--- src/rtl/cpuclk_pkg.sv ---
package cpuclk_pkg;
   typedef enum logic [1:0] {
      MD_HIGH = 2'b00,
      MD_MED  = 2'b01,
      MD_LOW  = 2'b10,
      MD_LPD  = 2'b11
   } pmode_t;
endpackage

--- src/rtl/cpuclk_divider.sv ---
module cpuclk_divider
   import cpuclk_pkg::*;
#(
   parameter int DIV_W = 2
) (
   input  logic             clk,
   input  logic             rst_n,
   input  logic             main_tick,
   input  logic             sub_tick,
   input  pmode_t           mode,
   input  logic [DIV_W-1:0] div,
   output logic             cpu_en,
   output logic             cpu_src,
   output logic             per_en
);
   localparam int CNT_W = 1 << DIV_W;

   logic [CNT_W-1:0] cnt_q;
   logic [CNT_W-1:0] lim;
   logic [CNT_W:0]   ratio;
   logic             on_main;

   always_comb begin
      on_main = (mode == MD_HIGH) || (mode == MD_MED);
      ratio   = (CNT_W+1)'(1) << ({1'b0, div} + 1'b1);
      lim     = (mode == MD_HIGH) ? '0 : CNT_W'(ratio - 1'b1);
      cpu_en  = on_main ? (main_tick && (cnt_q == lim)) : sub_tick;
      per_en  = main_tick && (mode != MD_LPD);
      cpu_src = !on_main;
   end

   always_ff @(posedge clk or negedge rst_n) begin
      if (!rst_n)                 cnt_q <= '0;
      else if (!on_main || cpu_en) cnt_q <= '0;
      else if (main_tick)          cnt_q <= cnt_q + 1'b1;
   end


   cnt_in_range_chk: assert property (@(posedge clk) disable iff (!rst_n)
      on_main |-> (cnt_q <= lim));
endmodule

--- src/rtl/cpuclk_mode_fsm.sv ---
module cpuclk_mode_fsm
   import cpuclk_pkg::*;
#(
   parameter int DIV_W = 2
) (
   input  logic             clk,
   input  logic             rst_n,
   input  logic             bnd,
   input  logic             main_stable,
   input  logic             sub_stable,
   input  logic             mode_wr,
   input  logic [1:0]       mode_req,
   input  logic             div_wr,
   input  logic [DIV_W-1:0] div_val,
   input  logic             sube_wr,
   input  logic             sube_val,
   output pmode_t           mode,
   output logic [DIV_W-1:0] div,
   output logic             sub_on,
   output logic             pend,
   output logic             err
);
   localparam logic [DIV_W-1:0] DIV8 = DIV_W'(2);

   pmode_t           mode_q, pend_m_q, tgt;
   logic             pend_v_q, err_q, sub_on_q, tgt_ok, commit, on_sub;
   logic [DIV_W-1:0] div_q, div_nx_q;

   always_comb begin
      on_sub = (mode_q == MD_LOW) || (mode_q == MD_LPD);
      tgt    = pend_m_q;
      if (mode_q == MD_LPD && (pend_m_q == MD_HIGH || pend_m_q == MD_MED))
         tgt = MD_MED;
      case (tgt)
         MD_HIGH, MD_MED: tgt_ok = main_stable;
         MD_LOW:          tgt_ok = sub_stable && sub_on_q &&
                                   (mode_q != MD_LPD || main_stable);
         default:         tgt_ok = (mode_q == MD_LOW);
      endcase
      commit = bnd && pend_v_q && tgt_ok;
   end

   always_ff @(posedge clk or negedge rst_n) begin
      if (!rst_n) begin
         mode_q   <= MD_MED;
         pend_m_q <= MD_MED;
         pend_v_q <= 1'b0;
         err_q    <= 1'b0;
         sub_on_q <= 1'b0;
         div_q    <= DIV8;
         div_nx_q <= DIV8;
      end else begin
         if (commit) begin
            mode_q   <= tgt;
            pend_v_q <= 1'b0;
         end
         if (mode_wr) begin
            if (pmode_t'(mode_req) == MD_LPD && mode_q != MD_LOW) begin
               err_q <= 1'b1;
            end else begin
               pend_v_q <= 1'b1;
               pend_m_q <= pmode_t'(mode_req);
            end
         end
         if (div_wr && mode_q != MD_LPD) div_nx_q <= div_val;
         if (bnd && mode_q != MD_LPD)    div_q    <= div_nx_q;
         if (commit && tgt == MD_LPD) begin
            div_q    <= DIV8;
            div_nx_q <= DIV8;
         end
         if (sube_wr && (sube_val || !on_sub)) sub_on_q <= sube_val;
      end
   end

   assign mode   = mode_q;
   assign div    = div_q;
   assign sub_on = sub_on_q;
   assign pend   = pend_v_q;
   assign err    = err_q;


   lpd_from_low_chk: assert property (@(posedge clk) disable iff (!rst_n)
      (mode_q == MD_LPD && $past(mode_q) != MD_LPD) |-> ($past(mode_q) == MD_LOW));

   lpd_div8_chk: assert property (@(posedge clk) disable iff (!rst_n)
      (mode_q == MD_LPD) |-> (div_q == DIV8));

   lpd_div_frozen_chk: assert property (@(posedge clk) disable iff (!rst_n)
      (mode_q == MD_LPD && $past(mode_q) == MD_LPD) |-> $stable(div_q));

   switch_on_edge_chk: assert property (@(posedge clk) disable iff (!rst_n)
      (mode_q != $past(mode_q)) |-> $past(bnd));

   main_stable_chk: assert property (@(posedge clk) disable iff (!rst_n)
      (mode_q != $past(mode_q) && (mode_q == MD_HIGH || mode_q == MD_MED))
      |-> $past(main_stable));

   err_sticky_chk: assert property (@(posedge clk) disable iff (!rst_n)
      err_q |=> err_q);
endmodule

--- src/rtl/cpuclk_tmr_src.sv ---
module cpuclk_tmr_src #(
   parameter int TMR_DIV = 32
) (
   input  logic clk,
   input  logic rst_n,
   input  logic sub_tick,
   input  logic sub_on,
   output logic tmr_en
);
   generate
      if (TMR_DIV == 1) begin : g_pass
         assign tmr_en = sub_tick && sub_on;
      end else begin : g_cnt
         localparam int TW = $clog2(TMR_DIV);
         localparam logic [TW-1:0] LAST = TW'(TMR_DIV - 1);
         logic [TW-1:0] tcnt_q;
         always_ff @(posedge clk or negedge rst_n) begin
            if (!rst_n)        tcnt_q <= '0;
            else if (!sub_on)  tcnt_q <= '0;
            else if (sub_tick) tcnt_q <= (tcnt_q == LAST) ? '0 : tcnt_q + 1'b1;
         end
         assign tmr_en = sub_on && sub_tick && (tcnt_q == LAST);
      end
   endgenerate


   tmr_needs_sub_chk: assert property (@(posedge clk) disable iff (!rst_n)
      tmr_en |-> sub_on);
endmodule

--- src/rtl/cpuclk_pwr_ctrl.sv ---
module cpuclk_pwr_ctrl
   import cpuclk_pkg::*;
#(
   parameter int DIV_W   = 2,
   parameter int TMR_DIV = 32
) (
   input  logic             clk,
   input  logic             rst_n,
   input  logic             main_tick,
   input  logic             sub_tick,
   input  logic             main_stable,
   input  logic             sub_stable,
   input  logic             mode_wr,
   input  logic [1:0]       mode_req,
   input  logic             div_wr,
   input  logic [DIV_W-1:0] div_val,
   input  logic             sube_wr,
   input  logic             sube_val,
   output logic             cpu_en,
   output logic             cpu_src,
   output logic             per_en,
   output logic             tmr_en,
   output logic [1:0]       mode_stat,
   output logic [DIV_W-1:0] div_stat,
   output logic             main_on,
   output logic             sub_on,
   output logic             req_pend,
   output logic             err_stat
);
   generate
      if (DIV_W < 2 || DIV_W > 3) begin : g_bad_div
         $error("DIV_W must be 2 or 3");
      end
      if (TMR_DIV < 1 || (TMR_DIV & (TMR_DIV - 1)) != 0) begin : g_bad_tmr
         $error("TMR_DIV must be a power of two");
      end
   endgenerate

   pmode_t           mode;
   logic [DIV_W-1:0] div;
   logic             bnd;

   cpuclk_mode_fsm #(.DIV_W(DIV_W)) u_fsm (
      .clk(clk), .rst_n(rst_n), .bnd(bnd),
      .main_stable(main_stable), .sub_stable(sub_stable),
      .mode_wr(mode_wr), .mode_req(mode_req),
      .div_wr(div_wr), .div_val(div_val),
      .sube_wr(sube_wr), .sube_val(sube_val),
      .mode(mode), .div(div), .sub_on(sub_on),
      .pend(req_pend), .err(err_stat)
   );

   cpuclk_divider #(.DIV_W(DIV_W)) u_div (
      .clk(clk), .rst_n(rst_n), .main_tick(main_tick), .sub_tick(sub_tick),
      .mode(mode), .div(div),
      .cpu_en(bnd), .cpu_src(cpu_src), .per_en(per_en)
   );

   cpuclk_tmr_src #(.TMR_DIV(TMR_DIV)) u_tmr (
      .clk(clk), .rst_n(rst_n), .sub_tick(sub_tick), .sub_on(sub_on),
      .tmr_en(tmr_en)
   );

   assign cpu_en    = bnd;
   assign mode_stat = mode;
   assign div_stat  = div;
   assign main_on   = (mode != MD_LPD);
endmodule

--- config.mk ---
export PLATFORM = sky130hd
export DESIGN_NAME = cpuclk_pwr_ctrl
export DESIGN_NICKNAME = d
export VERILOG_FILES = /design/src/rtl/cpuclk_pkg.sv /design/src/rtl/cpuclk_divider.sv /design/src/rtl/cpuclk_mode_fsm.sv /design/src/rtl/cpuclk_tmr_src.sv /design/src/rtl/cpuclk_pwr_ctrl.sv
export SDC_FILE = /design/constraint.sdc
export NUM_CORES = 1
export LEC_CHECK = 0
export BUFFER_PORTS_ARGS = -buffer_cell sky130_fd_sc_hd__clkbuf_2
export CORE_MARGIN = 8
export CORE_UTILIZATION = 40
export DETAILED_ROUTE_END_ITERATION = 8
export GPL_TIMING_DRIVEN = 0
export PLACE_DENSITY_LB_ADDON = 0.2
export SLEW_MARGIN = 40
export SYNTH_ARGS = -nofsm -noshare
export SYNTH_HDL_FRONTEND = slang
export SYNTH_SLANG_ARGS = --single-unit
export TNS_END_PERCENT = 50
--- constraint.sdc ---
create_clock -name clk -period 1.6 [get_ports clk]
set_input_delay 0.24 -clock clk [delete_from_list [all_inputs] [get_ports clk]]
set_output_delay 0.24 -clock clk [all_outputs]
set_load 0.01 [all_outputs]
# Word level (Yosys, flattened, before mapping)
# Cells that the tools add are included.
# W data, S select, Z words.
classes:
  n_addsub: 4
  shifts: 1
  n_mux: 16
  bitwise_logic: 1
  reduce_logical: 31
  n_eq_ne: 13
ops:
  columns: ["op", "count"]
  rows:
  - ["$mux W5", 3]
  - ["$logic_and A1 B1 Y1", 14]
  - ["$mux W4", 3]
  - ["$eq A2 B2 Y1 const B", 5]
  - ["$mux W2", 5]
  - ["$eq A2 B1 Y1 const B", 3]
  - ["$logic_not A2 Y1", 3]
  - ["$logic_or A1 B1 Y1", 6]
  - ["$ne A2 B2 Y1 const B", 3]
  - ["$reduce_bool A2 Y1", 3]
  - ["$add A5 B1 Y5 const B", 1]
  - ["$eq A5 B5 Y1 const B", 1]
  - ["$add A4 B1 Y4 const B", 1]
  - ["$eq A4 B4 Y1", 1]
  - ["$mux W1", 4]
  - ["$reduce_and A2 Y1", 2]
  - ["$shl A1 B3 Y4 const A", 1]
  - ["$sub A4 B1 Y4 const B", 1]
  - ["$add A2 B1 Y3 const B", 1]
  - ["$logic_not A1 Y1", 2]
  - ["$pmux W1 S2", 1]
  - ["$reduce_or A2 Y1", 1]
  - ["$not A1 Y1", 1]
totals:
  output_inout_bits: 12
  reg_bits: 20

# Logic depth before layout (Yosys ltp)
# Gate-level depths: netlist of run 1.
logic_depth:
  ltp_word: 12
  ltp_mapped: 7
  ltp_nobuf: 6

# Modules after synthesis
# From an unflattened synthesis of run 1, not the netlist that was laid out.
hier_totals:
  cells_unflattened: 113
  area_unflattened_um2: 1148.6
modules_own_cells:
  columns: ["mod", "cells_each", "area_per_inst_um2", "seq_area_each_um2", "instances"]
  rows:
  - ["cpuclk_mode_fsm", 50, 553.0, 280.3, 1]
  - ["cpuclk_tmr_src", 27, 300.3, 125.1, 1]
  - ["cpuclk_divider", 35, 291.5, 100.1, 1]
  - ["cpuclk_pwr_ctrl", 1, 3.8, 0.0, 1]

# Least setup slack after synthesis of run 1
# OpenSTA, ideal clock, no wires.
synth_path:
  kind: "register to register"
  from: "reg u_fsm.mode_q[0], in the netlist u_fsm.mode[0]"
  to: "reg u_div.cnt_q[3]"
  path_buffers: 1
  required_time_ps: 1476
  setup_ps: 124
  stages_incl_launch_ff: 8
  period_less_slack_ps: 1583
  arrival_ps: 1460
  slack_ps: 17
  cell_sequence: "dfstp_2 buf_6 nand2_1 o21ai_0 o211ai_1 o21ai_2 nor3_1 a211o_1"
synth_via:
  elab_chain_cells: 7
  word_cells_on_any_way: 11
  cone_classes: "eq/ne (2); mux (3); reduce/logical (6)"
synth_lines:
  columns: ["element", "line", "text"]
  rows:
  - ["start: declaration", "cpuclk_mode_fsm.sv:25", "pmode_t mode_q, pend_m_q, tgt;"]
  - ["start signal: assignment", "cpuclk_mode_fsm.sv:54", "mode_q <= tgt;"]
  - ["$logic_not A2 Y1", "cpuclk_divider.sv:24, cpuclk_divider.sv:26", null]
  - ["$mux W4", "cpuclk_divider.sv:26", "lim = (mode == MD_HIGH) ? '0 : CNT_W'(ratio - 1'b1);"]
  - ["$eq A4 B4 Y1", "cpuclk_divider.sv:27", "cpu_en = on_main ? (main_tick && (cnt_q == lim)) : sub_tick;"]
  - ["$logic_and A1 B1 Y1", "cpuclk_divider.sv:27", null]
  - ["$mux W1", "cpuclk_divider.sv:27", null]
  - ["$logic_or A1 B1 Y1 (*)", "cpuclk_divider.sv:34", "else if (!on_main || cpu_en) cnt_q <= '0;"]
  - ["$mux W4 or $reduce_bool A2 Y1 (tied branches)", null, null]
  - ["end signal: assignment", "cpuclk_divider.sv:35", "else if (main_tick) cnt_q <= cnt_q + 1'b1;"]
  - ["end: declaration", "cpuclk_divider.sv:18", "logic [CNT_W-1:0] cnt_q;"]
# Mark *: on every way between the ends. The rest lies on a longest branch, timed or not.
# A chain may end at the register's enable or synchronous reset.

# Final worst setup path of run 1
layout_path:
  from: "reg u_fsm.div_q[1], in the netlist u_fsm.div[1]"
  to: "out cpu_en"
layout_via:
  elab_chain_cells: 7
layout_lines:
  columns: ["element", "line", "text"]
  rows:
  - ["start: declaration", "cpuclk_mode_fsm.sv:27", "logic [DIV_W-1:0] div_q, div_nx_q;"]
  - ["start signal: assignment", "cpuclk_mode_fsm.sv:66", "if (bnd && mode_q != MD_LPD) div_q <= div_nx_q;"]
  - ["$add A2 B1 Y3", "cpuclk_divider.sv:25", "ratio = (CNT_W+1)'(1) << ({1'b0, div} + 1'b1);"]
  - ["$shl A1 B3 Y4", "cpuclk_divider.sv:25", null]
  - ["$sub A4 B1 Y4", "cpuclk_divider.sv:26", null]
  - ["$mux W4", "cpuclk_divider.sv:26", null]
  - ["$eq A4 B4 Y1", "cpuclk_divider.sv:27", null]
  - ["$logic_and A1 B1 Y1", "cpuclk_divider.sv:27", null]
  - ["$mux W1", "cpuclk_divider.sv:27", null]
  - ["end: declaration", "cpuclk_pwr_ctrl.sv:19", "output logic cpu_en,"]
# No other way between the ends.

==> results.toml, run 1 <==
[synthesis]
synth_ff_type = "dfrtp_1"
ys_seq_elements = 20
synth_cell_type_count = 44
synth_area_leaders = "dfrtp_1, dfstp_2, ha_1"
synth_common_cells = "dfrtp_1, nand2_1, nor2b_1"
synth_top_area_share_pct = 34.6
ys_seq_area_share_pct = 43.7
syn_nets = 135
synth_area_um2 = 1160
netlist_instances = 118
yosysMostFrequentCell = "dfrtp_1"
async_flop_share_pct = 100
yosysWarnings = 0
synth_edf_count = 0
yosys.area.top_type = "dfrtp_1"
avgSynthCellArea_um2 = 9.80

[timing]
finalSetupTns_ns = -0.863
slew_headroom_pct = 65.5
final_hold_viol_count = 0
period_minus_slack_ns = 1.84
slew_viol_final = 0
setup_viol = 10
fmax_mhz = 544
worst_slack_ns = -0.239
period_share_pct = 115
rsz0062_at_grt = "yes"
worst_pin_slew_ns = 0.518
fin_worst_skew_ns = 0.00174

[detailed_routing]
first_iter_violations = 75
drt_wl_total_um = 2800
postRouteAntennaNets = 0
drc = 0
vias = 1047
via_per_inst = 5.37
first_pass_iters = 4
wl_per_cell_um = 14.4

[layout]
drive_gt1_share_pct = 47.0
fin_nets = 182
syn_to_final_growth_pct = 37.4
final_cell_area_um2 = 1590
fill_cells = 254
antenna_cells = 0
final_util_pct = 57.6

[critical_path]
end_kind = "output pin"
startpoint_type = "flop"
critPathMaxFanout = 5
worstSetupPathType = "flop to output pin"
regToRegSetupSlack_ns = -0.13
worst_ep_required_time_ns = 1.36
worst_ep_arrival_time_ns = 1.60

[grt]
grt_max_degree = 21
grt_overflow = 0
first_global_vias = 1094
met2_usage_pct = 18.8
met3_usage_pct = 2.29
grt.busiest_layer = "met2"
met1_usage_pct = 14.3
grt_pass1_wl_um = 4800
globalRouteTotalUtil_pct = 11.3
grt_antenna_before_repair = 0

[place]
globalplace.congestion = 0.752
dpl.hpwl_um = 1920
portBuffers = 25
place_area_um2 = 1320
dpl_worst_slack_ns = -0.0969

[floorplan]
initial_utilization_pct = 41.9
pin_count = 26
die_area_um2 = 4870
die_y_um = 69.8
coreArea_um2 = 2760
num_rows = 19
fp.dieW_um = 69.8

[clock_tree]
clk_pin_slew_ns = 0.11
cts_buffers = 3
h-tree-depth = 1
clkLatencyLatePin_ns = 0.29
cts_root_buf = "clkbuf_4"
clockBufferDepth = 2
cts_num_sinks = 20
cts_tree = "built"

[run_status]
violations = "setup timing"
status = "complete, but fails checks"

[pwr]
vdd_drop_max_mv = 0.896
p_per_area_nw_per_um2 = 1450
leakage_nw = 0.762

[min_path]
worstHoldPathType = "primary input to flop"

[job]
max_cap_violations = 0
-- state kept, by name, indices dropped and copies added (netlist names) --
| signal | cells |
|---|---|
| u_fsm.err | 1 |
| u_tmr.g_cnt.tcnt_q | 5 |
| u_fsm.div_nx_q | 2 |
| u_div.cnt_q | 4 |
| u_fsm.pend | 1 |
| u_fsm.mode | 2 |
| u_fsm.pend_m_q | 2 |
| u_fsm.div | 2 |
| u_fsm.sub_on | 1 |
-- critical path, cell delays in order (launching register included) --
cell and delay, ns:
dfstp_2 0.59, o21bai_1 0.11, a41o_1 0.28, a22oi_4 0.15
inv_2 0.05, clkbuf_2 0.12
-- cells by family after synthesis --
family / Yosys count / synth area share [%]
buffers and inverters: 10 / 4.76
adder cells (fa/ha/maj): 3 / 3.25
AND/OR/NAND/NOR: 45 / 21.5
AO/OA/AOI/OAI: 37 / 24.1
multiplexers: 3 / 2.60
flip-flops: 20 / 43.7
-- power by group --
part / internal (mW) / switching [mW] / total (mW) / leakage (nW)
Combinational: 0.607 / 0.583 / 1.19 / 0.502
Sequential: 0.663 / 0.162 / 0.825 / 0.239
Clock: 0.139 / 0.155 / 0.294 / 0.0210
Total: 1.41 / 0.901 / 2.31 / 0.762
-- layout by cell type (no fill, tap or decap), types with 3 or more instances in the layout --
cell type | synthesis | final
nand2_1 | 9 | 8
o21ai_1 | 4 | 5
o211ai_1 | 3 | 3
o21ai_2 | 1 | 3
nor2b_1 | 6 | 6
and2_1 | 3 | 3
nand3_1 | 3 | 3
mux2i_1 | 3 | 3
dfrtp_2 | 0 | 3
clkbuf_4 | 0 | 3
clkbuf_2 | 0 | 24
o22a_1 | 3 | 3
dfrtp_1 | 16 | 13
buf_4 | 0 | 16
a21oi_1 | 4 | 3
dfstp_2 | 4 | 4
inv_1 | 5 | 4
nand2b_1 | 5 | 4
-- per-stage QoR --
step                      hold WS [ns]  cells  power (mW)
after floorplan                -0.0556    118        1.42
after global placement           0.239    174        1.67
after detailed placement         0.235    174        1.69
after CTS                        0.153    191        2.17
after global routing             0.156    195        2.48
final                            0.161    195        2.31
-- final cells by class --
| class | instances | area, um2 | area share (%) |
|---|---|---|---|
| Multi-Input combinational cell | 88 | 688 | 43.3 |
| Sequential cell | 20 | 509 | 32.0 |
| Timing Repair Buffer | 43 | 273 | 17.2 |
| Tap cell | 31 | 38.8 | 2.44 |
| Clock buffer | 4 | 36.3 | 2.28 |
| Inverter | 6 | 22.5 | 1.42 |
| Buffer | 3 | 21.3 | 1.34 |
-- per-layer routing --
| metal | vias up | wire [um] |
|---|---|---|
| met1 | 491 | 1380 |
| met5 | - | 0 |
| li1 | 534 | - |
| met2 | 20 | 1320 |
| met4 | 0 | 18 |
| met3 | 2 | 89 |
-- worst paths after layout --
path                               from                     to  cells past startpoint
setup / recovery           u_fsm.div[1]                 cpu_en                      5
hold / removal               div_val[1]      u_fsm.div_nx_q[1]                      3
setup reg to reg           u_fsm.div[1]           u_fsm.div[1]                      8
hold reg to reg               u_fsm.err              u_fsm.err                      1
max in group asynchronous         rst_n           u_fsm.sub_on                      2
min in group asynchronous         rst_n  u_tmr.g_cnt.tcnt_q[3]                      2
-- repair_timing --
action,CTS,global route
hold buffers,1,0
pin swaps,6,9
endpoints found under the hold margin,16,0
setup buffers,12,6
gates cloned,0,0
setup endpoints to repair,6,13
gates resized for setup,10,20
No activity file was read; power rests on OpenSTA's default activity.
==> inputs of run 2 (changes only) <==
--- a/config.mk
+++ b/config.mk
@@ -5,10 +5,11 @@
 export SDC_FILE = /design/constraint.sdc
 export NUM_CORES = 1
 export LEC_CHECK = 0
-export BUFFER_PORTS_ARGS = -buffer_cell sky130_fd_sc_hd__clkbuf_2
 export CORE_MARGIN = 8
 export CORE_UTILIZATION = 40
+export CTS_BUF_LIST = sky130_fd_sc_hd__clkbuf_16
 export DETAILED_ROUTE_END_ITERATION = 8
+export DONT_BUFFER_PORTS = 1
 export GPL_TIMING_DRIVEN = 0
 export PLACE_DENSITY_LB_ADDON = 0.2
 export SLEW_MARGIN = 40
==> run 2 against run 1 <==
Compared with the run above: the run still ends with setup timing left; die area is the same; design area fell by 7.7%; via count is 5.7% lower; non-clock buffer count is 28 lower; flip-flop and latch count unchanged; count of clock-buffer cells in the layout decreased by 1; hold slack lost 0.037 ns; first-iteration DRC count shrank 49%; final cell count decreased by 14%; register-to-register slack gained 0.03 ns; critical path depth is the same; critical path type unchanged; largest power group unchanged; highest routed layer unchanged.
==> results.toml, run 2 (synthesized netlist as in run 1, its figures left out) <==
[timing]
final_hold_viol_count = 0
slew_headroom_pct = 67.3
period_minus_slack_ns = 1.73
fmax_mhz = 577
fin_worst_skew_ns = 0.00196
slew_viol_final = 0
worst_slack_ns = -0.134
worst_pin_slew_ns = 0.490
rsz0062_at_grt = "yes"
finalSetupTns_ns = -0.532
setup_viol = 10
period_share_pct = 108

[place]
globalplace.congestion = 0.744
portBuffers = 0
dpl_worst_slack_ns = -0.153
dpl.hpwl_um = 1860
place_area_um2 = 1190

[clock_tree]
clkLatencyLatePin_ns = 0.25
clk_pin_slew_ns = 0.06
clockBufferDepth = 2
cts_tree = "built"
cts_buffers = 3
cts_root_buf = "clkbuf_16"
cts_num_sinks = 20
h-tree-depth = 1

[detailed_routing]
wl_met1_um = 1230
drt_wl_total_um = 2810
top_layer_used = "met4"
wl_met3_um = 239
dr_wl_met2_um = 1330
vias = 987
via_per_inst = 5.91
wl_per_cell_um = 16.8
first_pass_iters = 4
first_iter_violations = 38
drc = 0
postRouteAntennaNets = 0

[critical_path]
critPathMaxFanout = 6
worst_ep_arrival_time_ns = 1.49
end_kind = "output pin"
worst_ep_required_time_ns = 1.36
r2r-end = "u_fsm.div[1]"
startpoint = "u_fsm.mode[0]"
worstSetupPathType = "flop to output pin"
reg2reg_from = "u_fsm.div[0]"
ff2ff_path_depth = 7
startpoint_type = "flop"
worstSetupEndpoint = "cpu_en"
regToRegSetupSlack_ns = -0.10

[grt]
grt_max_degree = 21
first_global_vias = 935
globalRouteTotalUtil_pct = 10.7
grt_antenna_before_repair = 0
grt_overflow = 0
grt_pass1_wl_um = 4460

[job]
max_cap_violations = 0

[floorplan]
die_y_um = 69.8
die_area_um2 = 4870
initial_utilization_pct = 41.9
coreArea_um2 = 2760
fp.dieW_um = 69.8
num_rows = 19
pin_count = 26

[pwr]
p_total_mw = 2.47
vdd_drop_max_mv = 1.19
p_comb_share_pct = 37.1
power.switching_mw = 0.844
seqPwrFrac_pct = 35.4
swShare_pct = 34.2
clkPwrFrac_pct = 27.4
p_per_area_nw_per_um2 = 1680
leakage_nw = 0.661
p_int_mw = 1.62

[layout]
syn_to_final_growth_pct = 26.8
top_register = "u_tmr.g_cnt.tcnt_q"
largest_registers = "u_tmr.g_cnt.tcnt_q (5), u_div.cnt_q (4)"
drive_gt1_share_pct = 31.6
final_common_cell = "dfrtp_1"
final_util_pct = 53.2
layout_common_cells = "dfrtp_1, buf_4, nand2_1"
final_cell_area_um2 = 1470
largest_register_ffs = 5
fin_nets = 154
antenna_cells = 0

[run_status]
violations = "setup timing"
status = "complete, but fails checks"

[min_path]
worstHoldPathType = "primary input to flop"
min_path_cells = 1
run 2: routing by layer:
metal / up-vias / track usage, %
met3: 2 / 3.86
met2: 36 / 17.5
met5: - / 0
met4: 0 / 2.01
met1: 476 / 13.2
li1: 473 / -
run 2: power by group through the flow:
stage          sequential, mW  clock [mW]  combinational [mW]
2_1_floorplan           0.809           0               0.610
3_3_place_gp            0.857           0               0.708
3_5_place_dp            0.864           0               0.714
4_1_cts                 0.865       0.695               0.832
5_1_grt                 0.897       0.712                1.01
6_report                0.874       0.677               0.916
run 2: layout make-up:
cell class,count,area (um2)
Sequential cell,20,509
Clock buffer,3,75.1
Buffer,4,32.5
Multi-Input combinational cell,88,653
Fill cell,242,1290
Clock inverter,1,30.0
Inverter,6,22.5
Timing Repair Buffer,14,105
Tap cell,31,38.8
run 2: what timing repair did:
action / CTS / global route
hold endpoints to repair: 20 / 16
resized for setup: 11 / 9
buffers inserted: 9 / 3
pin swaps: 6 / 3
endpoints found under the setup margin: 9 / 15
hold buffers: 1 / 1
run 2: critical path: stages (launching register included):
cell and delay, ns:
dfstp_2 0.57, buf_6 0.13, nor3_2 0.04, a41o_1 0.25
a22oi_4 0.17, inv_2 0.09
run 2: worst min-delay path by stage:
stage	start	endpoint	slack (ns)
floorplan	rst_n	u_div.cnt_q[0]	-0.06
global placement	rst_n	u_fsm.div[0]	-0.05
detailed placement	rst_n	u_div.cnt_q[3]	-0.05
CTS	mode_req[0]	u_fsm.pend_m_q[0]	0.12
global route	sube_val	u_fsm.sub_on	0.13
finish	mode_req[0]	u_fsm.pend_m_q[0]	0.12
run 2: stage by stage:
stage,hold slack [ns],instances
CTS,0.121,163
global route,0.126,167
finish,0.125,167
floorplan,-0.0556,118
detailed placement,-0.0550,149
global placement,-0.0549,149
